<file path="src/rtl/amiRxPkg.sv">
package amiRxPkg;
  // slot strobes from control to datapath, each already qualified by sampleValid
  typedef struct packed {
    logic frameStart;
    logic inB1;
    logic inB2;
    logic inD;
    logic inM;
  } slotStrb_t;

  localparam int SF_LEN = 4;
  localparam int PH_W = $clog2(SF_LEN);
endpackage

</file>
<file path="src/rtl/amiRxDatapath.sv">
module amiRxDatapath
  import amiRxPkg::*;
#(
  parameter int B_W = 8,
  parameter int D_W = 4
) (
  input  logic           clk,
  input  logic           rstN,
  input  logic           linePos,
  input  logic           lineNeg,
  input  slotStrb_t      strb,
  output logic           markNow,
  output logic           cvNow,
  output logic           fieldValid,
  output logic [B_W-1:0] b1Out,
  output logic [B_W-1:0] b2Out,
  output logic [D_W-1:0] dOut,
  output logic           cvErr,
  output logic           symErr
);
  logic badNow, inData, violNow;
  logic polKnown, lastPos;

  assign markNow = linePos ^ lineNeg;
  assign badNow  = linePos & lineNeg;
  assign inData  = strb.inB1 | strb.inB2 | strb.inD | strb.inM;
  assign violNow = inData && markNow && polKnown && (linePos == lastPos);
  assign cvNow   = violNow && strb.inM;

  // polarity reference: re-seeded by the framing sample, updated by every mark
  always_ff @(posedge clk or negedge rstN) begin
    if (!rstN) begin
      polKnown <= 1'b0;
      lastPos  <= 1'b0;
    end else if (strb.frameStart) begin
      polKnown <= markNow;
      lastPos  <= linePos;
    end else if (inData && markNow) begin
      polKnown <= 1'b1;
      lastPos  <= linePos;
    end
  end

  always_ff @(posedge clk or negedge rstN) begin
    if (!rstN) begin
      b1Out      <= '0;
      b2Out      <= '0;
      dOut       <= '0;
      fieldValid <= 1'b0;
      cvErr      <= 1'b0;
      symErr     <= 1'b0;
    end else begin
      if (strb.inB1) b1Out <= {b1Out[B_W-2:0], markNow};
      if (strb.inB2) b2Out <= {b2Out[B_W-2:0], markNow};
      if (strb.inD)  dOut  <= {dOut[D_W-2:0], markNow};
      fieldValid <= strb.inM;
      cvErr      <= violNow && !strb.inM;
      symErr     <= badNow && (strb.frameStart || inData);
    end
  end
endmodule

</file>
<file path="src/rtl/amiRxControl.sv">
module amiRxControl
  import amiRxPkg::*;
#(
  parameter int B_W        = 8,
  parameter int D_W        = 4,
  parameter int LOSS_LIMIT = 2
) (
  input  logic      clk,
  input  logic      rstN,
  input  logic      sampleValid,
  input  logic      burstStart,
  input  logic      markNow,
  input  logic      cvNow,
  output slotStrb_t strb,
  output logic      sfLock,
  output logic      tValid,
  output logic      tBit,
  output logic      sValid,
  output logic      sBit
);
  localparam int M_IDX = 1 + 2 * B_W + D_W;
  localparam int IDX_W = $clog2(M_IDX + 1);
  localparam logic [IDX_W-1:0] B1_END = IDX_W'(B_W);
  localparam logic [IDX_W-1:0] B2_END = IDX_W'(2 * B_W);
  localparam logic [IDX_W-1:0] D_END  = IDX_W'(2 * B_W + D_W);
  localparam int FLT_W = $clog2(LOSS_LIMIT + 1);
  localparam logic [FLT_W-1:0] FLT_MAX = FLT_W'(LOSS_LIMIT - 1);

  logic [IDX_W-1:0] idx;
  logic             active;
  logic [PH_W-1:0]  phase;
  logic             haveRef;
  logic [FLT_W-1:0] faults;
  logic             expectCv;

  always_comb begin
    strb = '0;
    if (sampleValid) begin
      if (burstStart)         strb.frameStart = 1'b1;
      else if (active) begin
        if (idx <= B1_END)      strb.inB1 = 1'b1;
        else if (idx <= B2_END) strb.inB2 = 1'b1;
        else if (idx <= D_END)  strb.inD  = 1'b1;
        else                    strb.inM  = 1'b1;
      end
    end
  end

  always_ff @(posedge clk or negedge rstN) begin
    if (!rstN) begin
      idx    <= '0;
      active <= 1'b0;
    end else if (strb.frameStart) begin
      idx    <= IDX_W'(1);
      active <= 1'b1;
    end else if (strb.inB1 || strb.inB2 || strb.inD) begin
      idx    <= idx + 1'b1;
    end else if (strb.inM) begin
      active <= 1'b0;
    end
  end

  assign expectCv = haveRef && (phase == '0);

  always_ff @(posedge clk or negedge rstN) begin
    if (!rstN) begin
      phase   <= '0;
      haveRef <= 1'b0;
      faults  <= '0;
      sfLock  <= 1'b0;
      tValid  <= 1'b0;
      tBit    <= 1'b0;
      sValid  <= 1'b0;
      sBit    <= 1'b0;
    end else begin
      tValid <= 1'b0;
      sValid <= 1'b0;
      if (strb.inM) begin
        if (cvNow) begin
          phase   <= PH_W'(1);
          haveRef <= 1'b1;
          if (expectCv) begin
            sfLock <= 1'b1;
            faults <= '0;
          end else if (sfLock) begin
            if (faults == FLT_MAX) begin
              sfLock <= 1'b0;
              faults <= '0;
            end else faults <= faults + 1'b1;
          end
        end else begin
          phase <= phase + 1'b1;
          if (expectCv) begin
            if (sfLock) begin
              if (faults == FLT_MAX) begin
                sfLock  <= 1'b0;
                faults  <= '0;
                haveRef <= 1'b0;
              end else faults <= faults + 1'b1;
            end else haveRef <= 1'b0;
          end else if (sfLock) begin
            if (phase == PH_W'(2)) begin
              sValid <= 1'b1;
              sBit   <= markNow;
            end else begin
              tValid <= 1'b1;
              tBit   <= markNow;
            end
          end
        end
      end
    end
  end
endmodule

</file>
<file path="src/rtl/amiSuperframeRx.sv">
module amiSuperframeRx
  import amiRxPkg::*;
#(
  parameter int B_W        = 8,
  parameter int D_W        = 4,
  parameter int LOSS_LIMIT = 2
) (
  input  logic           clk,
  input  logic           rstN,
  input  logic           sampleValid,
  input  logic           burstStart,
  input  logic           linePos,
  input  logic           lineNeg,
  output logic           fieldValid,
  output logic [B_W-1:0] b1Out,
  output logic [B_W-1:0] b2Out,
  output logic [D_W-1:0] dOut,
  output logic           tValid,
  output logic           tBit,
  output logic           sValid,
  output logic           sBit,
  output logic           sfLock,
  output logic           cvErr,
  output logic           symErr
);
  slotStrb_t strb;
  logic markNow, cvNow;

  amiRxControl #(.B_W(B_W), .D_W(D_W), .LOSS_LIMIT(LOSS_LIMIT)) ctrl (
    .clk(clk), .rstN(rstN), .sampleValid(sampleValid), .burstStart(burstStart),
    .markNow(markNow), .cvNow(cvNow), .strb(strb), .sfLock(sfLock),
    .tValid(tValid), .tBit(tBit), .sValid(sValid), .sBit(sBit)
  );

  amiRxDatapath #(.B_W(B_W), .D_W(D_W)) dp (
    .clk(clk), .rstN(rstN), .linePos(linePos), .lineNeg(lineNeg), .strb(strb),
    .markNow(markNow), .cvNow(cvNow), .fieldValid(fieldValid),
    .b1Out(b1Out), .b2Out(b2Out), .dOut(dOut), .cvErr(cvErr), .symErr(symErr)
  );
endmodule

</file>
<file path="config.mk">
export PLATFORM = sky130hd
export DESIGN_NAME = amiSuperframeRx
export DESIGN_NICKNAME = d
export VERILOG_FILES = /design/src/rtl/amiRxPkg.sv /design/src/rtl/amiRxDatapath.sv /design/src/rtl/amiRxControl.sv /design/src/rtl/amiSuperframeRx.sv
export SDC_FILE = /design/constraint.sdc
export NUM_CORES = 1
export LEC_CHECK = 0
export BUFFER_PORTS_ARGS = -buffer_cell sky130_fd_sc_hd__buf_4
export CORE_AREA = 2 2 67 69
export DETAILED_ROUTE_END_ITERATION = 6
export DIE_AREA = 0 0 69 71
export PLACE_DENSITY = 0.68
export REMOVE_ABC_BUFFERS = 1
export SYNTH_ARGS = -nofsm -noshare
export SYNTH_HDL_FRONTEND = slang
export SYNTH_SLANG_ARGS = --single-unit
export TNS_END_PERCENT = 1
</file>
<file path="constraint.sdc">
create_clock -name clk -period 1.77 [get_ports clk]
set_clock_uncertainty 0.15 [all_clocks]
set_input_delay 0 -clock clk [delete_from_list [all_inputs] [get_ports clk]]
set_output_delay 0 -clock clk [all_outputs]
set_load 0.005 [all_outputs]
</file>
==> impl_metrics.json <==
{
  "synth_area_sq_um": 1800,
  "rows": 24,
  "die_width_um": 69,
  "drt_wl_total_um": 3420,
  "ir_worst_vdd_mv": 0.392,
  "clk_latency_ps": 300,
  "period_needed_ps": 1690,
  "p_comb_share_pct": 17.9,
  "power.switching_mw": 0.607,
  "critPathKind": "reg -> reg",
  "cts.clk_slew.worst_paths_ps": 80,
  "final_layout_size_suffix_gt1_share_pct": 48.0,
  "dieArea_sq_um": 4900,
  "fmax_mhz": 590,
  "grt_max_degree": 42,
  "synthCells": 139,
  "maxCapViolCount": 0,
  "yosysTopAreaCellShare_pct": 57.1,
  "r2r_start": "ctrl.idx[0]$_DFFE_PN0P_",
  "grt_pass1_wl_um": 5950,
  "syn_avg_cell_area_sq_um": 12.9,
  "overflow": 0,
  "viasPerCell": 5.21,
  "pwr_density_cell_nw_per_um2": 1020,
  "ioPinCount": 34,
  "arrival_ps": 1730,
  "p_int_mw": 1.88,
  "drcViolationCount": 0,
  "min_period_over_period_pct": 95.8,
  "fin_tns_setup_ps": 0,
  "netSwitchingFraction_pct": 24.4,
  "drt_iter0_markers": 34,
  "vias": 1291,
  "coreArea_sq_um": 4200,
  "max_slew_margin_pct": 65.7,
  "worstMarginPinSlew_ps": 515,
  "end_kind": "flip-flop",
  "drv_slew": 0,
  "ys.flop_type": "dfrtp_1",
  "grt_pass1_vias": 1303,
  "p_clk_share_pct": 36.3,
  "netlist-cell-type-count": 36,
  "antenna_found_initial": 0,
  "wire_per_inst_um": 13.8,
  "hold-worst-slack_ps": 61.2,
  "place_inst": 231,
  "synth_edf_count": 0,
  "start_util_pct": 42.8,
  "grt.total_usage_pct": 15.3,
  "cts_num_sinks": 41,
  "ant_nets": 0,
  "fillers": 362,
  "seqPwrFrac_pct": 45.9,
  "clockRootBuffer": "clkbuf_8",
  "yosys_warnings": 0,
  "final_cell_count_no_fill": 248,
  "power_mw": 2.49,
  "ys_ff_latch": 41,
  "setup.worst_path.start": "ctrl.idx[0]$_DFFE_PN0P_",
  "finalWeightedCongestion": 0.917,
  "leakage_nw": 1.16,
  "dieHeight_um": 71,
  "async_flop_share_pct": 100,
  "diodes": 0,
  "yosysSeqAreaShare_pct": 57.1,
  "port_buffers": 33,
  "rsz0062_at_grt": "true",
  "status": "finished clean",
  "netlist_top_cells_area": "dfrtp_1, mux2_2, ha_1",
  "cp.required_ps": 1810,
  "synth_top_cell_by_area": "dfrtp_1",
  "critPathLaunchType": "flip-flop",
  "hold_viol_final": 0,
  "clockBufferDepth": 2,
  "dr.pass1.iters": 4,
  "setup_viol": 0,
  "final_nets": 206,
  "hold_path_class": "in -> async",
  "tritoncts": "built",
  "place_hpwl_um": 2420,
  "htree_levels": 2,
  "cts_buffers": 5,
  "worstPathMaxFanout": 8,
  "areaGrowthSynthToFinish_pct": 35.6
}
[per-layer routing]
| metal | track usage, % | vias to the layer above | share of wire, % |
|---|---|---|---|
| li1 | - | 606 | - |
| met1 | 17.8 | 646 | 42 |
| met2 | 25.9 | 34 | 52 |
| met3 | 5.56 | 5 | 5.1 |
| met4 | 6.32 | 0 | 1.7 |
| met5 | 0 | - | 0 |
[final cells by class]
type                       count  area, sq um  share of cell area [%]
clock buffer                   5         68.8                    2.82
clock inverter                 3         68.8                    2.82
inverter                       7         30.0                    1.23
multi-input combinational     90          779                    32.0
sequential                    41         1030                    42.2
tap                           52         65.1                    2.67
timing repair buffer          50          397                    16.3
[worst paths after layout]
| kind | endpoint | slack (ps) | cells after the start |
|---|---|---|---|
| worst min register to register | dp.dOut[3]$_DFFE_PN0P_ | 360 | 1 |
| worst max register to register | dp.b2Out[7]$_DFFE_PN0P_ | 80 | 7 |
| max in group asynchronous | ctrl.idx[4]$_DFFE_PN0P_ | 1020 | 2 |
| worst max-delay path | dp.b2Out[7]$_DFFE_PN0P_ | 80 | 7 |
| worst min-delay path | ctrl.haveRef$_DFFE_PN0P_ | 60 | 2 |
| min in group clk | dp.dOut[3]$_DFFE_PN0P_ | 360 | 1 |
[kinds of logic after synthesis]
logic type | count (synthesis) | synth area share [%]
mux | 24 | 15.0
fa+ha+maj | 5 | 3.48
xor+xnor | 3 | 1.46
compound gates | 22 | 8.98
buf+inv | 8 | 1.67
simple gates | 36 | 12.4
flops | 41 | 57.1
[worst max-delay path, cell delays in order (launching register included)]
cell	delay, ps
dfrtp_1	420
inv_2	90
ha_4	130
nand2b_4	70
mux2i_1	130
nor2_2	100
buf_6	140
mux2_2	340
[registers in the layout, indices dropped and copies added (netlist names), 2 cells and up]
register / count
dp.b2Out: 8
ctrl.phase: 2
dp.dOut: 4
ctrl.faults: 2
ctrl.idx: 5
dp.b1Out: 8
[through the flow]
stage                     setup slack, ps  instance area (sq um)  util [%]
final                                75.2                   2440      58.0
after global routing                -3.97                   2440      58.0
after CTS                            3.67                   2390      56.8
after detailed placement            -82.6                   2170      51.5
after global placement              -28.7                   2170      51.5
after floorplan                     -12.3                   1790         -
[repair_timing]
| item | 4_1_cts | 5_1_grt |
|---|---|---|
| hold buffers | 7 | 0 |
| endpoints found under the hold margin | 48 | 0 |
| resized for setup | 2 | 13 |
| endpoints found under the setup margin | 16 | 22 |
| buffers inserted | 1 | 1 |
| pin swaps | 1 | 3 |
| cloned | 0 | 0 |
[synth_stat cells (3+ instances only)]
cell and count:
inv_1 6, nor2_1 9, mux2_2 21, a21oi_1 6, nand3_1 5, nand2_1 5, ha_1 5, and2_1 3
dfrtp_1 41, o21ai_0 4, a22o_1 3, nor3_2 3
[power by group through the flow]
stage / combinational [mW] / clock [mW] / sequential [mW]
after floorplan: 0.187 / 0 / 1.15
after global placement: 0.404 / 0 / 1.14
after detailed placement: 0.416 / 0 / 1.16
after CTS: 0.433 / 0.929 / 1.14
after global routing: 0.485 / 0.954 / 1.16
final: 0.445 / 0.903 / 1.14
[layout by cell type (no fill, tap or decap), types with 2 or more instances in the layout]
cell	n
mux2_1	2
nand4_1	2
nand3_1	5
and2_1	3
nand2_2	2
inv_2	2
a31oi_1	2
buf_4	42
dfrtp_2	3
a21oi_1	6
mux2_2	21
o21ai_0	4
nor3_2	3
nand2_1	3
a22o_1	3
nor2_1	9
clkbuf_8	5
dlygate4sd3_1	7
ha_1	4
bufinv_16	2
inv_1	4
dfrtp_1	38
Note: power is estimated with default switching activity, not from simulation.
